**config.mk**
```make
export PLATFORM = sky130hd
export DESIGN_NAME = tx_desc_walker
export DESIGN_NICKNAME = d
export VERILOG_FILES = /design/src/rtl/tdw_pkg.sv /design/src/rtl/tdw_datapath.sv /design/src/rtl/tdw_control.sv /design/src/rtl/tx_desc_walker.sv
export SDC_FILE = /design/constraint.sdc
export NUM_CORES = 1
export LEC_CHECK = 0
export BUFFER_PORTS_ARGS = -buffer_cell sky130_fd_sc_hd__buf_2
export CAP_MARGIN = 20
export CORE_MARGIN = 2
export CORE_UTILIZATION = 40
export CTS_CLUSTER_DIAMETER = 150
export DETAILED_ROUTE_END_ITERATION = 8
export GPL_TIMING_DRIVEN = 0
export PLACE_DENSITY = 0.74
export SETUP_SLACK_MARGIN = 0.5
export SLEW_MARGIN = 20
export SYNTH_ARGS = -nofsm -noshare
export SYNTH_HDL_FRONTEND = slang
export SYNTH_SLANG_ARGS = --single-unit
export TNS_END_PERCENT = 100
```
**constraint.sdc**
```tcl
create_clock -name clk -period 4.9 [get_ports clk]
set_input_delay 0.49 -clock clk [delete_from_list [all_inputs] [get_ports clk]]
set_output_delay 0.49 -clock clk [all_outputs]
set_load 0.03 [all_outputs]
```
**src/rtl/tdw_pkg.sv**
```systemverilog
`timescale 1ns/1ps
package tdw_pkg;
  localparam int WORD_W  = 32;
  localparam int HOLD_BIT = 30;
  localparam int END_BIT  = 31;
  localparam int CNT_LSB  = 16;
  localparam int CNT_W    = 13;

  typedef enum logic [3:0] {
    ST_IDLE, ST_A_REQ, ST_A_PRM, ST_A_DREQ, ST_A_DAT, ST_A_NREQ, ST_A_NXT,
    ST_OFFER, ST_FI, ST_B_REQ, ST_B_PRM, ST_GAP_A, ST_GAP_B
  } walkState_t;

  typedef enum logic [1:0] {
    OFF_PARAM = 2'd0,
    OFF_DATA  = 2'd1,
    OFF_NEXT  = 2'd2
  } wordSel_t;

  typedef struct packed {
    logic     ldCur;
    logic     ldParam;
    logic     ldData;
    logic     ldNext;
    logic     advance;
    logic     gapArm;
    logic     gapTick;
    wordSel_t sel;
  } walkStrb_t;
endpackage

```
**src/rtl/tdw_datapath.sv**
```systemverilog
`timescale 1ns/1ps
module tdw_datapath
  import tdw_pkg::*;
#(
  parameter int GAP_W = 8
) (
  input  logic              clk,
  input  logic              rstN,
  input  walkStrb_t         strb,
  input  logic [WORD_W-1:0] loadPtr,
  input  logic [WORD_W-1:0] rdData,
  input  logic [GAP_W-1:0]  pollGap,
  output logic [WORD_W-1:0] curPtr,
  output logic [WORD_W-1:0] rdAddr,
  output logic [WORD_W-1:0] descPtr,
  output logic [CNT_W-1:0]  descLen,
  output logic              descEnd,
  output logic              holdNow,
  output logic              curZero,
  output logic              gapDone
);
  localparam int PAD_W = WORD_W - 4;

  logic [WORD_W-1:0] curQ, nextQ, dataQ;
  logic [CNT_W-1:0]  lenQ;
  logic              endQ;
  logic [GAP_W-1:0]  gapQ;

  always_ff @(posedge clk) begin
    if (!rstN) begin
      curQ  <= '0;
      nextQ <= '0;
      dataQ <= '0;
      lenQ  <= '0;
      endQ  <= 1'b0;
      gapQ  <= '0;
    end else begin
      if (strb.ldCur)        curQ  <= loadPtr;
      else if (strb.advance) curQ  <= nextQ;
      if (strb.ldParam) begin
        lenQ <= rdData[CNT_LSB +: CNT_W];
        endQ <= rdData[END_BIT];
      end
      if (strb.ldData) dataQ <= rdData;
      if (strb.ldNext) nextQ <= rdData;
      if (strb.gapArm)                  gapQ <= pollGap;
      else if (strb.gapTick && gapQ != '0) gapQ <= gapQ - 1'b1;
    end
  end

  assign rdAddr  = curQ + {{PAD_W{1'b0}}, strb.sel, 2'b00};
  assign curPtr  = curQ;
  assign descPtr = dataQ;
  assign descLen = lenQ;
  assign descEnd = endQ;
  assign holdNow = rdData[HOLD_BIT];
  assign curZero = (curQ == '0);
  assign gapDone = (gapQ == '0);
endmodule

```
**src/rtl/tdw_control.sv**
```systemverilog
`timescale 1ns/1ps
module tdw_control
  import tdw_pkg::*;
(
  input  logic      clk,
  input  logic      rstN,
  input  logic      loadValid,
  input  logic      curZero,
  input  logic      holdNow,
  input  logic      gapDone,
  input  logic      descEnd,
  input  logic      rdGnt,
  input  logic      rdValid,
  input  logic      descReady,
  output walkStrb_t strb,
  output logic      rdReq,
  output logic      descValid,
  output logic      fiReq,
  output logic      ctaWe
);
  walkState_t st, nxt;

  always_ff @(posedge clk) begin
    if (!rstN) st <= ST_IDLE;
    else       st <= nxt;
  end

  always_comb begin
    nxt       = st;
    strb      = '0;
    strb.sel  = OFF_PARAM;
    rdReq     = 1'b0;
    descValid = 1'b0;
    fiReq     = 1'b0;
    ctaWe     = 1'b0;
    unique case (st)
      ST_IDLE: begin
        if (loadValid)     strb.ldCur = 1'b1;
        else if (!curZero) nxt = ST_A_REQ;
      end
      ST_A_REQ: begin
        rdReq = 1'b1;
        ctaWe = rdGnt;
        if (rdGnt) nxt = ST_A_PRM;
      end
      ST_A_PRM: begin
        if (rdValid) begin
          if (holdNow) begin
            strb.gapArm = 1'b1;
            nxt = ST_GAP_A;
          end else begin
            strb.ldParam = 1'b1;
            nxt = ST_A_DREQ;
          end
        end
      end
      ST_A_DREQ: begin
        rdReq    = 1'b1;
        strb.sel = OFF_DATA;
        if (rdGnt) nxt = ST_A_DAT;
      end
      ST_A_DAT: begin
        if (rdValid) begin
          strb.ldData = 1'b1;
          nxt = ST_A_NREQ;
        end
      end
      ST_A_NREQ: begin
        rdReq    = 1'b1;
        strb.sel = OFF_NEXT;
        if (rdGnt) nxt = ST_A_NXT;
      end
      ST_A_NXT: begin
        if (rdValid) begin
          strb.ldNext = 1'b1;
          nxt = ST_OFFER;
        end
      end
      ST_OFFER: begin
        descValid = 1'b1;
        if (descReady) nxt = descEnd ? ST_FI : ST_B_REQ;
      end
      ST_FI: begin
        fiReq = 1'b1;
        nxt   = ST_B_REQ;
      end
      ST_B_REQ: begin
        rdReq = 1'b1;
        if (rdGnt) nxt = ST_B_PRM;
      end
      ST_B_PRM: begin
        if (rdValid) begin
          if (holdNow) begin
            strb.gapArm = 1'b1;
            nxt = ST_GAP_B;
          end else begin
            strb.advance = 1'b1;
            nxt = ST_IDLE;
          end
        end
      end
      ST_GAP_A: begin
        strb.gapTick = 1'b1;
        if (gapDone) nxt = ST_A_REQ;
      end
      ST_GAP_B: begin
        strb.gapTick = 1'b1;
        if (gapDone) nxt = ST_B_REQ;
      end
      default: nxt = ST_IDLE;
    endcase
  end
endmodule

```
**src/rtl/tx_desc_walker.sv**
```systemverilog
`timescale 1ns/1ps
module tx_desc_walker
  import tdw_pkg::*;
#(
  parameter int CHAN_W = 5,
  parameter int GAP_W  = 8
) (
  input  logic              clk,
  input  logic              rstN,
  input  logic [CHAN_W-1:0] chanId,
  input  logic [GAP_W-1:0]  pollGap,
  input  logic              loadValid,
  input  logic [WORD_W-1:0] loadPtr,
  output logic              rdReq,
  output logic [WORD_W-1:0] rdAddr,
  input  logic              rdGnt,
  input  logic              rdValid,
  input  logic [WORD_W-1:0] rdData,
  output logic              descValid,
  input  logic              descReady,
  output logic [WORD_W-1:0] descPtr,
  output logic [CNT_W-1:0]  descLen,
  output logic              descEnd,
  output logic              fiReq,
  output logic [CHAN_W-1:0] fiChan,
  output logic              ctaWe,
  output logic [CHAN_W-1:0] ctaChan,
  output logic [WORD_W-1:0] ctaAddr
);
  walkStrb_t         strb;
  logic              holdNow, curZero, gapDone;
  logic [WORD_W-1:0] curPtr;

  tdw_control u_ctrl (
    .clk       (clk),
    .rstN      (rstN),
    .loadValid (loadValid),
    .curZero   (curZero),
    .holdNow   (holdNow),
    .gapDone   (gapDone),
    .descEnd   (descEnd),
    .rdGnt     (rdGnt),
    .rdValid   (rdValid),
    .descReady (descReady),
    .strb      (strb),
    .rdReq     (rdReq),
    .descValid (descValid),
    .fiReq     (fiReq),
    .ctaWe     (ctaWe)
  );

  tdw_datapath #(.GAP_W(GAP_W)) u_dp (
    .clk     (clk),
    .rstN    (rstN),
    .strb    (strb),
    .loadPtr (loadPtr),
    .rdData  (rdData),
    .pollGap (pollGap),
    .curPtr  (curPtr),
    .rdAddr  (rdAddr),
    .descPtr (descPtr),
    .descLen (descLen),
    .descEnd (descEnd),
    .holdNow (holdNow),
    .curZero (curZero),
    .gapDone (gapDone)
  );

  assign fiChan  = chanId;
  assign ctaChan = chanId;
  assign ctaAddr = curPtr;
endmodule

```
==> parameters.txt <==
Parameter                              Value

Floorplan
  Initial core utilization    41.3%
  # IOs    207
  Count of standard-cell rows    43
  Die width    124 µm
  Floorplan die area    15400 µm²
  Floorplan Core Area    14000 µm²
  Vertical die dimension    124 µm

Critical path
  Flop-to-flop setup slack    2.41 ns
  Path type of the worst setup path    reg -> out
  Delay of the slowest cell on the worst path    0.72 ns
  R2r startpoint    u_ctrl.st[0]
  Slowest library cell on the worst path    nor3_2
  Required time of the worst setup path    4.41 ns
  Arrival time worst endpoint    3.48 ns
  Peak fanout along the critical path    10
  Cell-by-cell listing of the critical path    buf_4 -> clkbuf_1 -> nor2b_1 -> nor2b_1 -> ha_1 -> ha_1 -> a21oi_1 -> nor3_2 -> nand2_1 -> xnor2_1 -> buf_2
  Endpoint type of the worst setup path    output port
  Family with the most delay on the worst path    simple AND/OR/NAND/NOR gates
  Buf/Inv on CP    3
  Element type at the critical path start    flop
  Worst-case reg-to-reg path depth    8
  Capture instance of the worst register-to-register path    u_dp.curPtr[11]

Routing
  Routed wire length    18100 µm
  First-iteration detailed-routing DRC count    343
  Length of the first detailed-routing pass in iterations    4
  Routed len/inst    16.5 µm
  Remaining number of nets flagged by the antenna check after routing    0
  Routed vias/inst    5.12
  Count of vias placed by the detailed router    5621
  Drt drc    0

Global routing
  Initial antenna violation count    0
  Maximum number of pins on one net before global-route repair    17
  Vias in the first global route    5450
  First-pass GRT wire length    29000 µm
  Overall routing resource usage    23.6%
  GRT Residual Overflow    0

Synth
  Number of nets in the synthesized netlist    775
  Register area share after synthesis    42.2%
  Most used flip-flop cell after synthesis    dfxtp_1
  EDFF count, synth    0
  Post-synthesis sequential element count    122
  Average size of a mapped cell    8.41 µm²
  Fraction of synthesis flops using an asynchronous set or reset pin    0%
  Yosys Warn Count    0
  Cell count after synthesis    688
  Netlist Area Pre-Place    5780 µm²
  Synth unique cells    48

Timing
  Setup skew after layout    0.00778 ns
  Fin. Hold Viols    0
  Final critical-path share of the clock period    81.0%
  Setup-failing EPs final    0
  Total negative slack for setup checks    0 ns
  Actual slew at the worst max-slew pin    1.01 ns
  Setup repair after global routing missed its margin    no
  Slew headroom    32.3%
  Slew Viols, Final    0
  Fmax    252 MHz
  Fin crit period    3.97 ns

Clock tree
  H-tree level count    4
  Clock root buffer master    clkbuf_16
  Resized Gates After CTS    0
  Hold buffer count at CTS    0
  CTS clock-pin slew for the worst setup and hold paths    0.05 ns
  Buffer count from post-CTS setup fixing    0
  CTS tree    done
  Number of buffers added by the clock tree synthesis step    17
  Max clock buf depth    2
  Clock latency at the later pin of the worst-skew pair    0.42 ns
  Clk sink count    122

Run
  Number of maximum-capacitance constraint violations    0

Cells and area
  Area used by multi-input combinational logic    3030 µm²
  Fill count    1366
  Count of nets after finishing    992
  Final Instance Count excl. Fillers    1097
  Diodes inserted    0
  Layout-stage area growth over the synthesis result    31.2%
  FF/Latch Area    2440 µm²
  Proportion of layout cells with a drive suffix above 1    28.1%
  Utilization of the core after routing    54.3%

Pwr
  P_leak    3.16 nW
  VDD IR-drop max    0.249 mV
  Total power divided by cell area    472 nW/µm²
  Overall power of the completed layout    0.00358 W

Placement
  Number of port buffers    198
  HPWL Detailed    13900 µm
  Weighted congestion reported at the end of routability-driven placement    0.867
  Number of cells after detailed placement    1066

Worst hold path
  Cell depth of the worst min-delay path    3
  Min-Delay Startpoint    rdData[8]
  Path class of the lowest-slack min-delay path    in -> reg
  WHS Endpoint    u_dp.nextQ[8]

Outcome
  Result of the run    completed
==> worst max-delay path by stage <==
stage	startpoint	cells past startpoint	end	slack, ns
2_1_floorplan	u_ctrl.st[1]	10	rdAddr[28]	1.92
3_3_place_gp	u_ctrl.st[1]	11	rdAddr[22]	1.40
3_5_place_dp	u_ctrl.st[1]	11	rdAddr[22]	1.38
4_1_cts	u_ctrl.st[1]	11	rdAddr[22]	0.92
5_1_grt	u_ctrl.st[1]	11	rdAddr[28]	0.72
6_report	u_ctrl.st[1]	11	rdAddr[22]	0.93
==> state kept, by name, indices dropped and copies added (netlist names) <==
signal / flops
u_dp.nextQ: 32
u_ctrl.st: 4
u_dp.curPtr: 32
u_dp.descEnd: 1
u_dp.descPtr: 32
u_dp.gapQ: 8
u_dp.descLen: 13
==> cells in the mapped netlist (all sizes together) (2+ instances only) <==
cell | n | share of area [%]
nand2 | 187 | 12
dfxtp | 122 | 42
a21boi | 101 | 13
clkbuf | 38 | 2.5
a22oi | 32 | 4.2
xnor2 | 25 | 3.8
buf | 23 | 2.6
nor2b | 21 | 2.3
nand3 | 17 | 1.5
mux2i | 15 | 2.6
nor2 | 13 | 0.89
nor4 | 11 | 1.4
nand4 | 10 | 1.1
and3 | 9 | 0.97
a21oi | 7 | 0.61
o21ai | 7 | 0.61
xor2 | 7 | 1.1
nor3 | 5 | 0.71
ha | 4 | 0.87
inv | 4 | 0.26
nor3b | 4 | 0.61
a31oi | 3 | 0.32
nand2b | 3 | 0.32
a32oi | 2 | 0.30
and4 | 2 | 0.30
o211a | 2 | 0.35
==> where the power goes <==
group          switching (W)  internal [W]  leakage (nW)
clock               0.000436      0.000810         0.296
sequential          0.000123       0.00110         0.989
combinational       0.000745      0.000371          1.88
==> per-stage QoR <==
step	setup WS, ns	instance area [µm²]	hold WS [ns]
detailed placement	1.38	7000	0.446
floorplan	1.92	5780	0.435
finish	0.929	7590	0.330
global placement	1.40	7000	0.442
CTS	0.921	7590	0.321
global route	0.718	7590	0.335
==> metal layers <==
layer | vias to the layer above | GRT usage [%] | routed length, µm
li1 | 2790 | - | -
met1 | 2576 | 30.0 | 7980
met2 | 226 | 39.0 | 8490
met3 | 29 | 6.37 | 1340
met4 | 0 | 7.73 | 311
met5 | - | 0 | 0
==> cells in the final DEF, fill, tap and decap left out, types with 15 or more instances in the layout <==
master	Yosys	routed
xnor2_1	25	25
buf_4	15	15
a21boi_1	37	37
clkbuf_1	38	40
a22oi_1	32	32
clkbuf_16	0	17
mux2i_1	15	15
a21boi_0	64	64
nor2b_1	21	21
nand2_1	187	187
nand3_1	17	17
buf_2	8	206
dfxtp_1	122	122
==> worst min-delay path: cells and delay by family <==
| kind | cells | cell delay (ns) |
|---|---|---|
| buf+inv | 1 | 0.11 |
| compound gates | 1 | 0.05 |
| simple gates | 1 | 0.05 |
==> cells by family after synthesis <==
group	count (synthesis)	share of synthesized area, %
fa+ha+maj	5	1.04
compound gates	163	21.0
flops	122	42.2
buf+inv	65	5.37
simple gates	286	22.9
mux	15	2.60
xor+xnor	32	4.85
==> area by class of cell <==
class	count	share of cell area, %
buffer	61	3.89
clock buffer	24	6.61
clock inverter	7	1.17
inverter	4	0.198
multi-input combinational	501	39.9
sequential	122	32.2
tap	180	2.97
timing repair buffer	198	13.1
Note: power is estimated with default switching activity, not from simulation.
